==> src/rtl/bdl_seq_pkg.sv <==
package bdl_seq_pkg;
  localparam int unsigned ADDR_W     = 64;
  localparam int unsigned SIZE_W     = 32;
  localparam int unsigned WORD_BYTES = 8;
  localparam int unsigned DESC_BYTES = 16;
  localparam int unsigned DESC_SHIFT = $clog2(DESC_BYTES);
  localparam int unsigned IOC_BIT    = 32;  // position in second descriptor word

  typedef struct packed {
    logic [ADDR_W-1:0] buf_addr;
    logic [SIZE_W-1:0] size;
    logic              ioc;
  } desc_t;

  typedef enum logic [1:0] {
    ST_IDLE,
    ST_DESC_LO,
    ST_DESC_HI,
    ST_MOVE
  } seq_state_e;
endpackage

==> src/rtl/bdl_chunk_calc.sv <==
module bdl_chunk_calc
  import bdl_seq_pkg::*;
#(
  parameter int unsigned FIFO_W = 16
) (
  input  logic [SIZE_W-1:0] rem_i,
  input  logic [FIFO_W-1:0] fifo_i,
  output logic [SIZE_W-1:0] chunk_o
);
  logic [SIZE_W-1:0] fifo_eff;

  always_comb begin
    fifo_eff = SIZE_W'(fifo_i);
    if (fifo_i == '0) fifo_eff = SIZE_W'(1);
    chunk_o = (rem_i < fifo_eff) ? rem_i : fifo_eff;
  end
endmodule

==> src/rtl/bdl_desc_store.sv <==
module bdl_desc_store
  import bdl_seq_pkg::*;
#(
  parameter int unsigned IDX_W = 16
) (
  input  logic              clk_i,
  input  logic              rst_ni,
  input  logic              load_i,
  input  desc_t             load_desc_i,
  input  logic [IDX_W-1:0]  load_idx_i,
  input  logic              adv_i,
  input  logic [SIZE_W-1:0] adv_bytes_i,
  output logic [ADDR_W-1:0] buf_addr_o,
  output logic [IDX_W-1:0]  idx_o,
  output logic [SIZE_W-1:0] off_o,
  output logic [SIZE_W-1:0] avail_o,
  output logic              complete_o,
  output logic              irq_o
);
  desc_t             desc_q;
  logic              valid_q;
  logic [IDX_W-1:0]  idx_q;
  logic [SIZE_W-1:0] off_q;
  logic              used_up;

  always_ff @(posedge clk_i or negedge rst_ni) begin
    if (!rst_ni) begin
      desc_q  <= '0;
      valid_q <= 1'b0;
      idx_q   <= '0;
      off_q   <= '0;
    end else if (load_i) begin
      desc_q  <= load_desc_i;
      valid_q <= 1'b1;
      idx_q   <= load_idx_i;
      off_q   <= '0;
    end else if (adv_i) begin
      off_q <= off_q + adv_bytes_i;
    end
  end

  assign used_up    = (desc_q.size == '0) || (off_q >= desc_q.size);
  assign avail_o    = used_up ? '0 : (desc_q.size - off_q);
  assign complete_o = valid_q && used_up;
  assign irq_o      = complete_o && desc_q.ioc;
  assign buf_addr_o = desc_q.buf_addr;
  assign idx_o      = idx_q;
  assign off_o      = off_q;

  // clipping keeps the offset inside the buffer
  a_r7_off_in_buffer: assert property (@(posedge clk_i) disable iff (!rst_ni)
    valid_q |-> (off_q <= desc_q.size));

  // a load restarts the buffer at offset zero
  a_r3_load_clears_off: assert property (@(posedge clk_i) disable iff (!rst_ni)
    load_i |=> (off_q == '0) && valid_q);

  // advance never moves past the available space
  a_r7_adv_bound: assert property (@(posedge clk_i) disable iff (!rst_ni)
    adv_i |-> (adv_bytes_i <= avail_o) && (adv_bytes_i != '0));
endmodule

==> src/rtl/bdl_seq_ctrl.sv <==
module bdl_seq_ctrl
  import bdl_seq_pkg::*;
#(
  parameter int unsigned IDX_W  = 16,
  parameter int unsigned FIFO_W = 16
) (
  input  logic              clk_i,
  input  logic              rst_ni,
  input  logic              fetch_i,
  input  logic [ADDR_W-1:0] list_base_i,
  input  logic [IDX_W-1:0]  entry_idx_i,
  input  logic              xfer_i,
  input  logic [SIZE_W-1:0] xfer_bytes_i,
  input  logic              xfer_dir_i,
  input  logic [FIFO_W-1:0] fifo_size_i,
  input  logic [ADDR_W-1:0] buf_addr_i,
  input  logic [SIZE_W-1:0] off_i,
  input  logic [SIZE_W-1:0] avail_i,
  output logic              load_o,
  output desc_t             load_desc_o,
  output logic [IDX_W-1:0]  load_idx_o,
  output logic              adv_o,
  output logic [SIZE_W-1:0] adv_bytes_o,
  output logic              busy_o,
  output logic              fetch_done_o,
  output logic              fetch_err_o,
  output logic              xfer_done_o,
  output logic              xfer_err_o,
  output logic [SIZE_W-1:0] xfer_count_o,
  output logic              mem_req_o,
  output logic              mem_we_o,
  output logic [ADDR_W-1:0] mem_addr_o,
  output logic [FIFO_W-1:0] mem_len_o,
  input  logic              mem_ack_i,
  input  logic              mem_err_i,
  input  logic [63:0]       mem_rdata_i
);
  seq_state_e        state_q;
  logic [ADDR_W-1:0] rd_addr_q;
  logic [ADDR_W-1:0] lo_word_q;
  logic [IDX_W-1:0]  idx_q;
  logic [SIZE_W-1:0] rem_q;
  logic [SIZE_W-1:0] total_q;
  logic [FIFO_W-1:0] fifo_q;
  logic              dir_q;
  logic [SIZE_W-1:0] chunk;
  logic [SIZE_W-1:0] start_bytes;
  logic [ADDR_W-1:0] desc_addr;

  bdl_chunk_calc #(.FIFO_W(FIFO_W)) i_chunk (
    .rem_i  (rem_q),
    .fifo_i (fifo_q),
    .chunk_o(chunk)
  );

  assign start_bytes = (xfer_bytes_i < avail_i) ? xfer_bytes_i : avail_i;
  assign desc_addr   = list_base_i + (ADDR_W'(entry_idx_i) << DESC_SHIFT);

  always_comb begin
    mem_req_o  = (state_q != ST_IDLE);
    mem_we_o   = (state_q == ST_MOVE) && dir_q;
    mem_len_o  = FIFO_W'(WORD_BYTES);
    mem_addr_o = rd_addr_q;
    if (state_q == ST_MOVE) begin
      mem_addr_o = buf_addr_i + ADDR_W'(off_i);
      mem_len_o  = chunk[FIFO_W-1:0];
    end else if (state_q == ST_DESC_HI) begin
      mem_addr_o = rd_addr_q + ADDR_W'(WORD_BYTES);
    end
  end

  assign load_o      = (state_q == ST_DESC_HI) && mem_ack_i && !mem_err_i;
  assign load_desc_o = '{buf_addr: lo_word_q,
                         size:     mem_rdata_i[SIZE_W-1:0],
                         ioc:      mem_rdata_i[IOC_BIT]};
  assign load_idx_o  = idx_q;
  assign adv_o       = (state_q == ST_MOVE) && mem_ack_i && !mem_err_i;
  assign adv_bytes_o = chunk;
  assign busy_o      = (state_q != ST_IDLE);

  always_ff @(posedge clk_i or negedge rst_ni) begin
    if (!rst_ni) begin
      state_q      <= ST_IDLE;
      rd_addr_q    <= '0;
      lo_word_q    <= '0;
      idx_q        <= '0;
      rem_q        <= '0;
      total_q      <= '0;
      fifo_q       <= '0;
      dir_q        <= 1'b0;
      fetch_done_o <= 1'b0;
      fetch_err_o  <= 1'b0;
      xfer_done_o  <= 1'b0;
      xfer_err_o   <= 1'b0;
      xfer_count_o <= '0;
    end else begin
      fetch_done_o <= 1'b0;
      fetch_err_o  <= 1'b0;
      xfer_done_o  <= 1'b0;
      xfer_err_o   <= 1'b0;
      unique case (state_q)
        ST_IDLE: begin
          if (fetch_i) begin
            if (list_base_i == '0) begin
              fetch_done_o <= 1'b1;
              fetch_err_o  <= 1'b1;
            end else begin
              rd_addr_q <= desc_addr;
              idx_q     <= entry_idx_i;
              state_q   <= ST_DESC_LO;
            end
          end else if (xfer_i) begin
            if (start_bytes == '0) begin
              xfer_done_o  <= 1'b1;
              xfer_count_o <= '0;
            end else begin
              rem_q   <= start_bytes;
              total_q <= '0;
              fifo_q  <= fifo_size_i;
              dir_q   <= xfer_dir_i;
              state_q <= ST_MOVE;
            end
          end
        end
        ST_DESC_LO: begin
          if (mem_ack_i) begin
            if (mem_err_i) begin
              fetch_done_o <= 1'b1;
              fetch_err_o  <= 1'b1;
              state_q      <= ST_IDLE;
            end else begin
              lo_word_q <= mem_rdata_i;
              state_q   <= ST_DESC_HI;
            end
          end
        end
        ST_DESC_HI: begin
          if (mem_ack_i) begin
            fetch_done_o <= 1'b1;
            fetch_err_o  <= mem_err_i;
            state_q      <= ST_IDLE;
          end
        end
        ST_MOVE: begin
          if (mem_ack_i) begin
            if (mem_err_i) begin
              xfer_done_o  <= 1'b1;
              xfer_err_o   <= 1'b1;
              xfer_count_o <= '0;
              state_q      <= ST_IDLE;
            end else begin
              total_q <= total_q + chunk;
              rem_q   <= rem_q - chunk;
              if (rem_q == chunk) begin
                xfer_done_o  <= 1'b1;
                xfer_count_o <= total_q + chunk;
                state_q      <= ST_IDLE;
              end
            end
          end
        end
        default: state_q <= ST_IDLE;
      endcase
    end
  end

  // request fields hold until acknowledged
  a_r12_req_hold: assert property (@(posedge clk_i) disable iff (!rst_ni)
    (mem_req_o && !mem_ack_i) |=> mem_req_o && $stable(mem_addr_o)
                                  && $stable(mem_len_o) && $stable(mem_we_o));

  // burst length bounded by the FIFO, never empty
  a_r5_burst_len: assert property (@(posedge clk_i) disable iff (!rst_ni)
    (state_q == ST_MOVE) |-> (mem_len_o != '0) &&
                             ((fifo_q == '0) ? (mem_len_o == FIFO_W'(1)) : (mem_len_o <= fifo_q)));

  // zero list base never reaches memory
  a_r2_zero_base: assert property (@(posedge clk_i) disable iff (!rst_ni)
    (!busy_o && fetch_i && (list_base_i == '0)) |=> !mem_req_o && fetch_done_o && fetch_err_o);

  // an error response ends the operation
  a_r10_err_stops: assert property (@(posedge clk_i) disable iff (!rst_ni)
    (mem_req_o && mem_ack_i && mem_err_i) |=> !mem_req_o);

  // a failed transfer carries no byte count
  a_r10_err_no_count: assert property (@(posedge clk_i) disable iff (!rst_ni)
    (xfer_done_o && xfer_err_o) |-> (xfer_count_o == '0));

  // done pulses only when the sequencer has returned to idle
  a_r7_done_idle: assert property (@(posedge clk_i) disable iff (!rst_ni)
    (xfer_done_o || fetch_done_o) |-> !mem_req_o);
endmodule

==> src/rtl/bdl_dma_seq.sv <==
module bdl_dma_seq
  import bdl_seq_pkg::*;
#(
  parameter int unsigned IDX_W  = 16,
  parameter int unsigned FIFO_W = 16
) (
  input  logic              clk_i,
  input  logic              rst_ni,
  input  logic              fetch_i,
  input  logic [63:0]       list_base_i,
  input  logic [IDX_W-1:0]  entry_idx_i,
  input  logic              xfer_i,
  input  logic [31:0]       xfer_bytes_i,
  input  logic              xfer_dir_i,
  input  logic [FIFO_W-1:0] fifo_size_i,
  output logic              busy_o,
  output logic              fetch_done_o,
  output logic              fetch_err_o,
  output logic              xfer_done_o,
  output logic              xfer_err_o,
  output logic [31:0]       xfer_count_o,
  output logic [IDX_W-1:0]  cur_idx_o,
  output logic [31:0]       cur_off_o,
  output logic              desc_complete_o,
  output logic              irq_req_o,
  output logic              mem_req_o,
  output logic              mem_we_o,
  output logic [63:0]       mem_addr_o,
  output logic [FIFO_W-1:0] mem_len_o,
  input  logic              mem_ack_i,
  input  logic              mem_err_i,
  input  logic [63:0]       mem_rdata_i
);
  logic              load;
  desc_t             load_desc;
  logic [IDX_W-1:0]  load_idx;
  logic              adv;
  logic [SIZE_W-1:0] adv_bytes;
  logic [ADDR_W-1:0] buf_addr;
  logic [SIZE_W-1:0] avail;

  bdl_seq_ctrl #(.IDX_W(IDX_W), .FIFO_W(FIFO_W)) i_ctrl (
    .clk_i        (clk_i),
    .rst_ni       (rst_ni),
    .fetch_i      (fetch_i),
    .list_base_i  (list_base_i),
    .entry_idx_i  (entry_idx_i),
    .xfer_i       (xfer_i),
    .xfer_bytes_i (xfer_bytes_i),
    .xfer_dir_i   (xfer_dir_i),
    .fifo_size_i  (fifo_size_i),
    .buf_addr_i   (buf_addr),
    .off_i        (cur_off_o),
    .avail_i      (avail),
    .load_o       (load),
    .load_desc_o  (load_desc),
    .load_idx_o   (load_idx),
    .adv_o        (adv),
    .adv_bytes_o  (adv_bytes),
    .busy_o       (busy_o),
    .fetch_done_o (fetch_done_o),
    .fetch_err_o  (fetch_err_o),
    .xfer_done_o  (xfer_done_o),
    .xfer_err_o   (xfer_err_o),
    .xfer_count_o (xfer_count_o),
    .mem_req_o    (mem_req_o),
    .mem_we_o     (mem_we_o),
    .mem_addr_o   (mem_addr_o),
    .mem_len_o    (mem_len_o),
    .mem_ack_i    (mem_ack_i),
    .mem_err_i    (mem_err_i),
    .mem_rdata_i  (mem_rdata_i)
  );

  bdl_desc_store #(.IDX_W(IDX_W)) i_store (
    .clk_i       (clk_i),
    .rst_ni      (rst_ni),
    .load_i      (load),
    .load_desc_i (load_desc),
    .load_idx_i  (load_idx),
    .adv_i       (adv),
    .adv_bytes_i (adv_bytes),
    .buf_addr_o  (buf_addr),
    .idx_o       (cur_idx_o),
    .off_o       (cur_off_o),
    .avail_o     (avail),
    .complete_o  (desc_complete_o),
    .irq_o       (irq_req_o)
  );
endmodule

==> config.mk <==
export PLATFORM = sky130hd
export DESIGN_NAME = bdl_dma_seq
export DESIGN_NICKNAME = d
export VERILOG_FILES = /design/src/rtl/bdl_seq_pkg.sv /design/src/rtl/bdl_chunk_calc.sv /design/src/rtl/bdl_desc_store.sv /design/src/rtl/bdl_seq_ctrl.sv /design/src/rtl/bdl_dma_seq.sv
export SDC_FILE = /design/constraint.sdc
export NUM_CORES = 1
export LEC_CHECK = 0
export BUFFER_PORTS_ARGS = -buffer_cell sky130_fd_sc_hd__buf_2
export CAP_MARGIN = 0
export CORE_MARGIN = 3
export CORE_UTILIZATION = 65
export CTS_CLUSTER_SIZE = 20
export DETAILED_ROUTE_END_ITERATION = 6
export GPL_TIMING_DRIVEN = 0
export PLACE_DENSITY_LB_ADDON = 0.3
export SKIP_LAST_GASP = 1
export SLEW_MARGIN = 0
export SYNTH_ARGS = -nofsm -noshare
export SYNTH_HDL_FRONTEND = slang
export SYNTH_SLANG_ARGS = --single-unit
==> constraint.sdc <==
create_clock -name clk_i -period 12.2 [get_ports clk_i]
set_clock_uncertainty 0.15 [all_clocks]
set_input_delay 1.83 -clock clk_i [delete_from_list [all_inputs] [get_ports clk_i]]
set_output_delay 1.83 -clock clk_i [all_outputs]
set_load 0.01 [all_outputs]
==> impl_metrics.prom, run 1 <==
# TYPE chip_impl_metric gauge
chip_impl_metric{name="num-fill-cells",unit=""} 3495
chip_impl_metric{name="min_period",unit="ps"} 8220
chip_impl_metric{name="arrival",unit="ps"} 8530
chip_impl_metric{name="hold_viol",unit=""} 0
chip_impl_metric{name="synth-edff-count",unit=""} 0
chip_impl_metric{name="num_vias",unit=""} 28300
chip_impl_metric{name="vias_per_cell",unit=""} 6.37
chip_impl_info{name="cp_slowest_cell",value="sky130_fd_sc_hd__a32oi_1"} 1
chip_impl_metric{name="grt_use_met1",unit=""} 0.486
chip_impl_metric{name="die_w",unit="µm"} 221
chip_impl_info{name="hold_path.class",value="reg2reg"} 1
chip_impl_metric{name="finalSetupTns",unit="ps"} 0
chip_impl_metric{name="floorplan.initialDensity",unit=""} 0.659
chip_impl_metric{name="maximum_number_of_pins_on_one_net_before_global_route_repair",unit=""} 109
chip_impl_metric{name="max_freq",unit="MHz"} 122
chip_impl_metric{name="met3_usage",unit=""} 0.0961
chip_impl_metric{name="nNetsFinal",unit=""} 4208
chip_impl_metric{name="synth-async-reset-ratio",unit=""} 1.00
chip_impl_metric{name="cts-htree-levels",unit=""} 2
chip_impl_info{name="unrepaired_setup_endpoints_after_global_routing",value="false"} 1
chip_impl_info{name="reg2reg_from",value="i_store.off_o[9]$_DFFE_PN0P_"} 1
chip_impl_info{name="timing.critical_path.max_delay_family",value="compound AO/OA/AOI/OAI gates"} 1
chip_impl_metric{name="final.hold.worst_slack",unit="ps"} 326
chip_impl_metric{name="final_antenna_net_count",unit=""} 0
chip_impl_metric{name="final_routed_wirelength_across_all_metal_layers",unit="mm"} 100
chip_impl_metric{name="slew_viol_final",unit=""} 0
chip_impl_metric{name="first_global_vias",unit=""} 27400
chip_impl_metric{name="area_of_the_multi_input_gates",unit="µm²"} 18600
chip_impl_info{name="cts_tree",value="done"} 1
chip_impl_metric{name="syn-instance-count",unit=""} 3348
chip_impl_info{name="startpoint_type",value="register"} 1
chip_impl_metric{name="postPlaceCellArea",unit="µm²"} 32800
chip_impl_metric{name="yosysWarningCount",unit=""} 0
chip_impl_info{name="run_status",value="complete, but fails checks"} 1
chip_impl_metric{name="dp_hpwl",unit="mm"} 77.8
chip_impl_metric{name="setup_viol_count_final",unit=""} 0
chip_impl_metric{name="max_cap_violations",unit=""} 0
chip_impl_info{name="worst-setup-path-type",value="reg2reg"} 1
chip_impl_metric{name="drtIter0Drc",unit=""} 2651
chip_impl_metric{name="critical-path-max-stage-delay",unit="ps"} 900
chip_impl_info{name="failed_checks",value="DRC"} 1
chip_impl_metric{name="synth.ff_latch_count",unit=""} 409
chip_impl_metric{name="drive_above_1_share",unit=""} 0.199
chip_impl_metric{name="core.rowCount",unit=""} 78
chip_impl_metric{name="data_required_time_at_the_worst_endpoint",unit="ps"} 12510
chip_impl_metric{name="cts_num_sinks",unit=""} 409
chip_impl_metric{name="grt.met2_usage",unit=""} 0.660
chip_impl_metric{name="fp.dieArea",unit="µm²"} 48700
chip_impl_metric{name="worst_path_clk_slew",unit="ps"} 60
chip_impl_metric{name="cts.repair.resized",unit=""} 0
chip_impl_metric{name="global_route.overflow_total",unit=""} 0
chip_impl_info{name="cts_root_buffer",value="sky130_fd_sc_hd__clkbuf_16"} 1
chip_impl_metric{name="worst_pin_slew",unit="ps"} 1430
chip_impl_info{name="crit_path_start",value="i_store.off_o[9]$_DFFE_PN0P_"} 1
chip_impl_metric{name="finish.instance_area",unit="µm²"} 34300
chip_impl_metric{name="path_buf_inv",unit=""} 5
chip_impl_metric{name="detailedRoute.firstPassIterationCount",unit=""} 7
chip_impl_metric{name="routedWlPerCell",unit="µm"} 22.6
chip_impl_info{name="cell_with_the_most_instances_after_synthesis",value="sky130_fd_sc_hd__dfrtp_1"} 1
chip_impl_info{name="hold_start",value="i_ctrl.load_idx_o[8]$_DFFE_PN0P_"} 1
chip_impl_metric{name="timing.final.crit_share",unit=""} 0.674
chip_impl_metric{name="core_area",unit="µm²"} 45500
chip_impl_metric{name="grt.total_usage",unit=""} 0.402
chip_impl_metric{name="synth-seq-area-share",unit=""} 0.341
chip_impl_info{name="synthTopCellsByCount",value="sky130_fd_sc_hd__dfrtp_1 (409), sky130_fd_sc_hd__nand2_1 (369), sky130_fd_sc_hd__nor2_1 (254)"} 1
chip_impl_metric{name="ios",unit=""} 368
chip_impl_info{name="busiest_layer",value="met2"} 1
chip_impl_metric{name="power.ir.vdd_worst",unit="mV"} 0.209
chip_impl_metric{name="cellLeakagePower",unit="µW"} 0.0162
chip_impl_metric{name="power.density_cell_area",unit="nW/µm²"} 311
chip_impl_metric{name="place.gp.congestion",unit=""} 0.988
chip_impl_metric{name="critical_path.max_fanout",unit=""} 10
chip_impl_metric{name="cts.repair_timing.setup_buffer_count",unit=""} 0
chip_impl_metric{name="syn-cell-area",unit="µm²"} 30000
chip_impl_metric{name="yosysTopAreaCellShare",unit=""} 0.341
chip_impl_metric{name="area.sequential",unit="µm²"} 10200
chip_impl_info{name="dominantRegCellSynth",value="sky130_fd_sc_hd__dfrtp_1"} 1
chip_impl_metric{name="route.detailed.drc",unit=""} 2
chip_impl_info{name="synth_top_cells_by_area",value="sky130_fd_sc_hd__dfrtp_1 (34%), sky130_fd_sc_hd__ha_1 (8.7%), sky130_fd_sc_hd__mux2_2 (8.4%), sky130_fd_sc_hd__nand2_1 (4.6%), sky130_fd_sc_hd__xnor2_1 (4.6%)"} 1
chip_impl_info{name="synthDominantAreaCellType",value="sky130_fd_sc_hd__dfrtp_1"} 1
chip_impl_info{name="endpoint_kind",value="register"} 1
chip_impl_metric{name="cts_buffers",unit=""} 44
chip_impl_metric{name="synthesized_area_per_cell",unit="µm²"} 8.95
chip_impl_metric{name="clock_latency",unit="ps"} 600
chip_impl_metric{name="grt_pass1_wl",unit="mm"} 152
chip_impl_metric{name="antenna_violations_before_repair",unit=""} 11
chip_impl_metric{name="synth_to_final_area_change",unit="%"} 14.4
chip_impl_metric{name="cts.path.max_buffers",unit=""} 3
chip_impl_metric{name="die_h",unit="µm"} 221
chip_impl_metric{name="max_slew_margin",unit=""} 0.0398
chip_impl_metric{name="cts_hold_buf",unit=""} 0
chip_impl_metric{name="synth.lib_cells_used.distinct",unit=""} 79
chip_impl_metric{name="placement.io_buffers",unit=""} 367
[final cells by class]
| cell class | instances | share of cell area |
|---|---|---|
| Inverter | 161 | 0.0176 |
| Buffer | 142 | 0.0175 |
| Clock buffer | 56 | 0.0352 |
| Sequential cell | 409 | 0.298 |
| Multi-Input combinational cell | 2665 | 0.544 |
| Tap cell | 600 | 0.0219 |
| Antenna cell | 7 | 0.000511 |
| Timing Repair Buffer | 371 | 0.0571 |
| Clock inverter | 23 | 0.00821 |
[registers in the layout, summed over array words and instances (netlist names), 2 cells and up]
name                 flops
i_ctrl.lo_word_q        64
i_ctrl.rd_addr_q        64
i_store.buf_addr_o      64
i_store.desc_q          33
i_ctrl.rem_q            32
i_ctrl.total_q          32
i_ctrl.xfer_count_o     32
i_store.off_o           32
i_ctrl.fifo_q           16
i_ctrl.load_idx_o       16
i_store.idx_o           16
i_ctrl.state_q           2
[worst reg2reg max path: stages (launching register included)]
cell                       delay [ps]
sky130_fd_sc_hd__dfrtp_1          530
sky130_fd_sc_hd__inv_1             90
sky130_fd_sc_hd__ha_1             290
sky130_fd_sc_hd__buf_2            170
sky130_fd_sc_hd__a21o_1           240
sky130_fd_sc_hd__a2111o_1         470
sky130_fd_sc_hd__a21bo_2          250
sky130_fd_sc_hd__nor2_1           250
sky130_fd_sc_hd__nor2_1            90
sky130_fd_sc_hd__o21ai_0          340
sky130_fd_sc_hd__clkbuf_1         530
sky130_fd_sc_hd__or2_2            240
sky130_fd_sc_hd__ha_1             240
sky130_fd_sc_hd__a21o_1           180
sky130_fd_sc_hd__a21o_1           170
sky130_fd_sc_hd__a211o_1          280
sky130_fd_sc_hd__a21oi_1          140
sky130_fd_sc_hd__o211ai_1         140
sky130_fd_sc_hd__a221oi_1         410
sky130_fd_sc_hd__clkbuf_1         440
sky130_fd_sc_hd__a22oi_1          130
sky130_fd_sc_hd__a32oi_1          470
sky130_fd_sc_hd__nor2_1           140
sky130_fd_sc_hd__a32oi_1          900
sky130_fd_sc_hd__buf_2            430
sky130_fd_sc_hd__mux2_2           380
[power by group]
group	switching (µW)	internal (µW)
Sequential	640	1990
Combinational	3950	2660
Clock	583	828
[path summary, 6_finish.rpt]
kind	endpoint	slack (ps)	depth (start not counted)
max reg2reg	i_ctrl.xfer_count_o[19]$_DFFE_PN0P_	3980	25
max	i_ctrl.xfer_count_o[19]$_DFFE_PN0P_	3980	25
min	i_ctrl.load_idx_o[8]$_DFFE_PN0P_	330	2
min in group asynchronous	i_store.off_o[9]$_DFFE_PN0P_	960	1
max in group asynchronous	i_ctrl.lo_word_q[57]$_DFFE_PN0P_	9650	3
min reg2reg	i_ctrl.load_idx_o[8]$_DFFE_PN0P_	330	2
[per-stage QoR]
| step | setup slack, ps | util | std cells | power (µW) |
|---|---|---|---|---|
| 6_report | 3980 | 0.754 | 4434 | 10700 |
| 5_1_grt | 3560 | 0.754 | 4428 | 11300 |
| 4_1_cts | 4190 | 0.754 | 4427 | 10500 |
| 3_5_place_dp | 4220 | 0.721 | 4348 | 9010 |
| 3_3_place_gp | 1070 | 0.718 | 4344 | 8870 |
| 2_1_floorplan | 6130 | - | 3377 | 6980 |
[layer usage]
metal	share of wire	wire, µm	vias up
met3	0.088	8870	376
li1	-	-	12900
met5	0.00097	97	-
met2	0.47	46700	1359
met4	0.066	6650	14
met1	0.38	38000	13600
[logic make-up after synthesis]
family,count (synthesis),synth area share
DFF,409,0.341
adders and majority gates,215,0.0912
other,1,0.000125
AOI/OAI and AO/OA,805,0.173
and+or+nand+nor,1076,0.169
muxes,297,0.114
xor gates and xnor gates,242,0.0707
buffers and inverters,303,0.0402
[placed cells by master (no fill, tap or decap), types with 17 or more instances in the layout]
| cell type | instances |
|---|---|
| sky130_fd_sc_hd__clkbuf_16 | 45 |
| sky130_fd_sc_hd__mux2i_1 | 40 |
| sky130_fd_sc_hd__mux2_4 | 33 |
| sky130_fd_sc_hd__xor2_1 | 85 |
| sky130_fd_sc_hd__a211oi_1 | 31 |
| sky130_fd_sc_hd__nor2b_1 | 19 |
| sky130_fd_sc_hd__o21a_1 | 37 |
| sky130_fd_sc_hd__o211ai_1 | 17 |
| sky130_fd_sc_hd__xnor2_1 | 157 |
| sky130_fd_sc_hd__ha_1 | 209 |
| sky130_fd_sc_hd__nand2b_1 | 33 |
| sky130_fd_sc_hd__o31ai_1 | 39 |
| sky130_fd_sc_hd__o21ai_0 | 180 |
| sky130_fd_sc_hd__or3_1 | 19 |
| sky130_fd_sc_hd__a21o_1 | 79 |
| sky130_fd_sc_hd__clkbuf_1 | 118 |
| sky130_fd_sc_hd__a22o_1 | 22 |
| sky130_fd_sc_hd__nor2_1 | 254 |
| sky130_fd_sc_hd__and2_1 | 19 |
| sky130_fd_sc_hd__nand3_1 | 88 |
| sky130_fd_sc_hd__dfrtp_1 | 409 |
| sky130_fd_sc_hd__a21boi_0 | 17 |
| sky130_fd_sc_hd__inv_1 | 161 |
| sky130_fd_sc_hd__nor3_1 | 57 |
| sky130_fd_sc_hd__nor4_1 | 57 |
| sky130_fd_sc_hd__conb_1 | 30 |
| sky130_fd_sc_hd__buf_2 | 377 |
| sky130_fd_sc_hd__a21oi_1 | 224 |
| sky130_fd_sc_hd__a31oi_1 | 27 |
| sky130_fd_sc_hd__mux2_2 | 224 |
| sky130_fd_sc_hd__nand4_1 | 49 |
| sky130_fd_sc_hd__and3_1 | 47 |
| sky130_fd_sc_hd__or2_2 | 22 |
| sky130_fd_sc_hd__nand2_1 | 369 |
Note: power is estimated with default switching activity, not from simulation.
==> inputs of run 2 (changes only) <==
--- a/config.mk
+++ b/config.mk
@@ -8,7 +8,7 @@
 export BUFFER_PORTS_ARGS = -buffer_cell sky130_fd_sc_hd__buf_2
 export CAP_MARGIN = 0
 export CORE_MARGIN = 3
-export CORE_UTILIZATION = 65
+export CORE_UTILIZATION = 54
 export CTS_CLUSTER_SIZE = 20
 export DETAILED_ROUTE_END_ITERATION = 6
 export GPL_TIMING_DRIVEN = 0
==> constraint.sdc (replaced) <==
create_clock -name clk_i -period 6.95 [get_ports clk_i]
set_clock_uncertainty 0.15 [all_clocks]
set_input_delay 1.0425 -clock clk_i [delete_from_list [all_inputs] [get_ports clk_i]]
set_output_delay 1.0425 -clock clk_i [all_outputs]
set_load 0.01 [all_outputs]
==> run 2 against run 1 <==
  * Sequential share of layout area shrank 0.56 points
  * Die area grew 20%
  * Non-clock buffer count grew 4
  * Register-to-register slack lost 3900 ps
  * Largest power group unchanged
  * The run now ends clean
  * Power grew 80%
  * Combinational power grew 78%
  * Fmax grew 20%
  * Critical endpoint is now i_ctrl.total_q[30]$_DFFE_PN0P_
  * Design area grew 2.0%
==> impl_metrics.prom, run 2 (synthesis gave the netlist of run 1 again) <==
# TYPE chip_impl_metric gauge
chip_impl_info{name="run_status",value="finished, final reports clean"} 1
chip_impl_info{name="critical_path.cell_chain",value="or4_4 -> or4_4 -> or2_2 -> nor4_4 -> o21ai_0 -> a211oi_1 -> nand2_2 -> mux2i_1 -> inv_1 -> ha_1 -> nor2b_1 -> o31a_1 -> o2111ai_1 -> a21oi_1 -> o31ai_2 -> a21oi_1 -> a211oi_1 -> o21ai_0 -> xnor2_1 -> nor2_1 -> mux2_4"} 1
chip_impl_metric{name="slew_viol_final",unit=""} 0
chip_impl_metric{name="area_of_the_multi_input_gates",unit="µm²"} 18800
chip_impl_metric{name="die_h",unit="µm"} 242
chip_impl_metric{name="detailedRoute.firstPassIterationCount",unit=""} 5
chip_impl_metric{name="global_route.overflow_total",unit=""} 0
chip_impl_metric{name="postPlaceCellArea",unit="µm²"} 33000
chip_impl_metric{name="final_routed_wirelength_across_all_metal_layers",unit="mm"} 104
chip_impl_metric{name="drtIter0Drc",unit=""} 2104
chip_impl_metric{name="worst_pin_slew",unit="ps"} 1380
chip_impl_metric{name="fp.dieArea",unit="µm²"} 58400
chip_impl_metric{name="clock_latency",unit="ps"} 620
chip_impl_metric{name="ios",unit=""} 368
chip_impl_metric{name="number_of_cells_in_the_design_after_placement",unit=""} 4487
chip_impl_metric{name="cts_hold_buf",unit=""} 0
chip_impl_metric{name="hold_viol",unit=""} 0
chip_impl_metric{name="max_freq",unit="MHz"} 146
chip_impl_metric{name="area.sequential",unit="µm²"} 10200
chip_impl_metric{name="final_antenna_net_count",unit=""} 0
chip_impl_metric{name="floorplan.initialDensity",unit=""} 0.552
chip_impl_metric{name="core.rowCount",unit=""} 85
chip_impl_info{name="cts_tree",value="done"} 1
chip_impl_info{name="final_cell_mix",value="sky130_fd_sc_hd__dfrtp_1 (404), sky130_fd_sc_hd__buf_2 (374), sky130_fd_sc_hd__nand2_1 (368)"} 1
chip_impl_metric{name="nNetsFinal",unit=""} 4215
chip_impl_metric{name="maximum_number_of_pins_on_one_net_before_global_route_repair",unit=""} 121
chip_impl_metric{name="grt.total_usage",unit=""} 0.343
chip_impl_info{name="most_common_library_cell_in_the_layout_ignoring_fill_and_taps",value="sky130_fd_sc_hd__dfrtp_1"} 1
chip_impl_metric{name="synth_to_final_area_change",unit="%"} 16.7
chip_impl_metric{name="worst-r2r-setup-slack",unit="ps"} 110
chip_impl_metric{name="drive_above_1_share",unit=""} 0.212
chip_impl_metric{name="path_depth",unit=""} 21
chip_impl_metric{name="vias_per_cell",unit=""} 6.09
chip_impl_metric{name="pre_cts_ws",unit="ps"} -1080
chip_impl_metric{name="met3_usage",unit=""} 0.0679
chip_impl_metric{name="route.detailed.drc",unit=""} 0
chip_impl_metric{name="finish.instance_area",unit="µm²"} 35000
chip_impl_metric{name="cts.path.max_buffers",unit=""} 3
chip_impl_metric{name="place.gp.congestion",unit=""} 1.00
chip_impl_metric{name="cts_buffers",unit=""} 47
chip_impl_metric{name="num-fill-cells",unit=""} 4661
chip_impl_metric{name="setup_viol_count_final",unit=""} 0
chip_impl_metric{name="grt.met2_usage",unit=""} 0.578
chip_impl_metric{name="arrival",unit="ps"} 7160
chip_impl_metric{name="grt_use_met1",unit=""} 0.425
chip_impl_metric{name="cts-htree-levels",unit=""} 2
chip_impl_metric{name="die_w",unit="µm"} 242
chip_impl_metric{name="cts_num_sinks",unit=""} 409
chip_impl_metric{name="antenna_violations_before_repair",unit=""} 14
chip_impl_metric{name="power.density_cell_area",unit="nW/µm²"} 549
chip_impl_metric{name="timing.final.crit_share",unit=""} 0.985
chip_impl_info{name="busiest_layer",value="met2"} 1
chip_impl_metric{name="data_required_time_at_the_worst_endpoint",unit="ps"} 7270
chip_impl_info{name="cp_slowest_cell",value="sky130_fd_sc_hd__or4_4"} 1
chip_impl_info{name="timing.critical_path.max_delay_family",value="compound AO/OA/AOI/OAI gates"} 1
chip_impl_metric{name="power.ir.vdd_worst",unit="mV"} 0.256
chip_impl_metric{name="max_cap_violations",unit=""} 0
chip_impl_metric{name="critical-path-max-stage-delay",unit="ps"} 580
chip_impl_info{name="hold_path.class",value="in2async"} 1
chip_impl_metric{name="cellLeakagePower",unit="µW"} 0.0163
chip_impl_info{name="worst-setup-path-type",value="reg2reg"} 1
chip_impl_metric{name="reg2reg_depth",unit=""} 21
chip_impl_metric{name="num_vias",unit=""} 28000
chip_impl_metric{name="dp_hpwl",unit="mm"} 81.5
chip_impl_metric{name="path_buf_inv",unit=""} 1
chip_impl_metric{name="min_period",unit="ps"} 6840
chip_impl_metric{name="fin_ws",unit="ps"} 107
chip_impl_info{name="startpoint_type",value="register"} 1
chip_impl_metric{name="first_global_vias",unit=""} 27300
chip_impl_metric{name="finish.cell_count_without_fillers",unit=""} 4592
chip_impl_metric{name="placement.io_buffers",unit=""} 367
chip_impl_metric{name="critical_path.max_fanout",unit=""} 6
chip_impl_metric{name="max_slew_margin",unit=""} 0.0739
chip_impl_metric{name="core_area",unit="µm²"} 54300
chip_impl_metric{name="worst_path_clk_slew",unit="ps"} 60
chip_impl_info{name="endpoint_kind",value="register"} 1
chip_impl_metric{name="grt_pass1_wl",unit="mm"} 158
chip_impl_info{name="cts_root_buffer",value="sky130_fd_sc_hd__clkbuf_16"} 1
chip_impl_metric{name="routedWlPerCell",unit="µm"} 22.6
run 2: cell count changes in the layout (fill, tap and decap cells not counted), moves of 4 or more:
cell                       change
sky130_fd_sc_hd__dfrtp_1       -5
sky130_fd_sc_hd__mux2i_4       +4
sky130_fd_sc_hd__clkbuf_1      -8
sky130_fd_sc_hd__mux2i_1       -6
sky130_fd_sc_hd__dfrtp_2       +5
sky130_fd_sc_hd__buf_4        +10
sky130_fd_sc_hd__diode_2       +7
sky130_fd_sc_hd__clkbuf_8      +4
run 2: where the power goes:
group	switching, µW	leakage [µW]	internal [µW]
logic	7050	0.0104	4800
registers	1130	0.00512	3490
clock network	1100	0.000824	1620
total	9280	0.0163	9910
run 2: layout make-up:
| type | count | area share |
|---|---|---|
| flip-flops and latches | 409 | 0.293 |
| clock inverters | 21 | 0.00934 |
| repair buffers | 380 | 0.0586 |
| clock buffers | 66 | 0.0386 |
| well taps | 739 | 0.0264 |
| inverters | 161 | 0.0173 |
| plain buffers | 137 | 0.0173 |
| multi-input cells | 2665 | 0.539 |
| diodes | 14 | 0.00100 |
run 2: per-stage QoR:
step / util / hold WS, ps / power, µW / TNS [ps]
3_5_place_dp: 0.607 / 311 / 15900 / -81530
4_1_cts: 0.641 / 234 / 18900 / 0
5_1_grt: 0.643 / 257 / 20500 / -77.3
3_3_place_gp: 0.604 / 304 / 15700 / -1522510
2_1_floorplan: - / 290 / 12300 / 0
6_report: 0.644 / 224 / 19200 / 0
run 2: worst paths after layout:
kind,from,endpoint
worst min register to register,i_ctrl.load_idx_o[13]$_DFFE_PN0P_,i_ctrl.load_idx_o[13]$_DFFE_PN0P_
worst max register to register,i_ctrl.rem_q[22]$_DFFE_PN0P_,i_ctrl.total_q[30]$_DFFE_PN0P_
worst max-delay path,i_ctrl.rem_q[22]$_DFFE_PN0P_,i_ctrl.total_q[30]$_DFFE_PN0P_
min in group clk_i,i_ctrl.load_idx_o[13]$_DFFE_PN0P_,i_ctrl.load_idx_o[13]$_DFFE_PN0P_
max in group asynchronous,rst_ni,i_ctrl.lo_word_q[58]$_DFFE_PN0P_
worst min-delay path,rst_ni,i_ctrl.xfer_count_o[20]$_DFFE_PN0P_
run 2: routing by layer:
layer | part of all wire | vias to the layer above | wire, µm
met1 | 0.39 | 13500 | 40600
met3 | 0.085 | 275 | 8780
met4 | 0.053 | 8 | 5470
met5 | 0.00049 | - | 51
met2 | 0.47 | 1224 | 48900
li1 | - | 12900 | -
run 2: repair_timing:
item                                    CTS  global route
endpoints found under the hold margin     0             0
endpoints found under the setup margin  131           122
pin swaps                                 1             2
buffers inserted                          4             5
gates resized for setup                  30            31
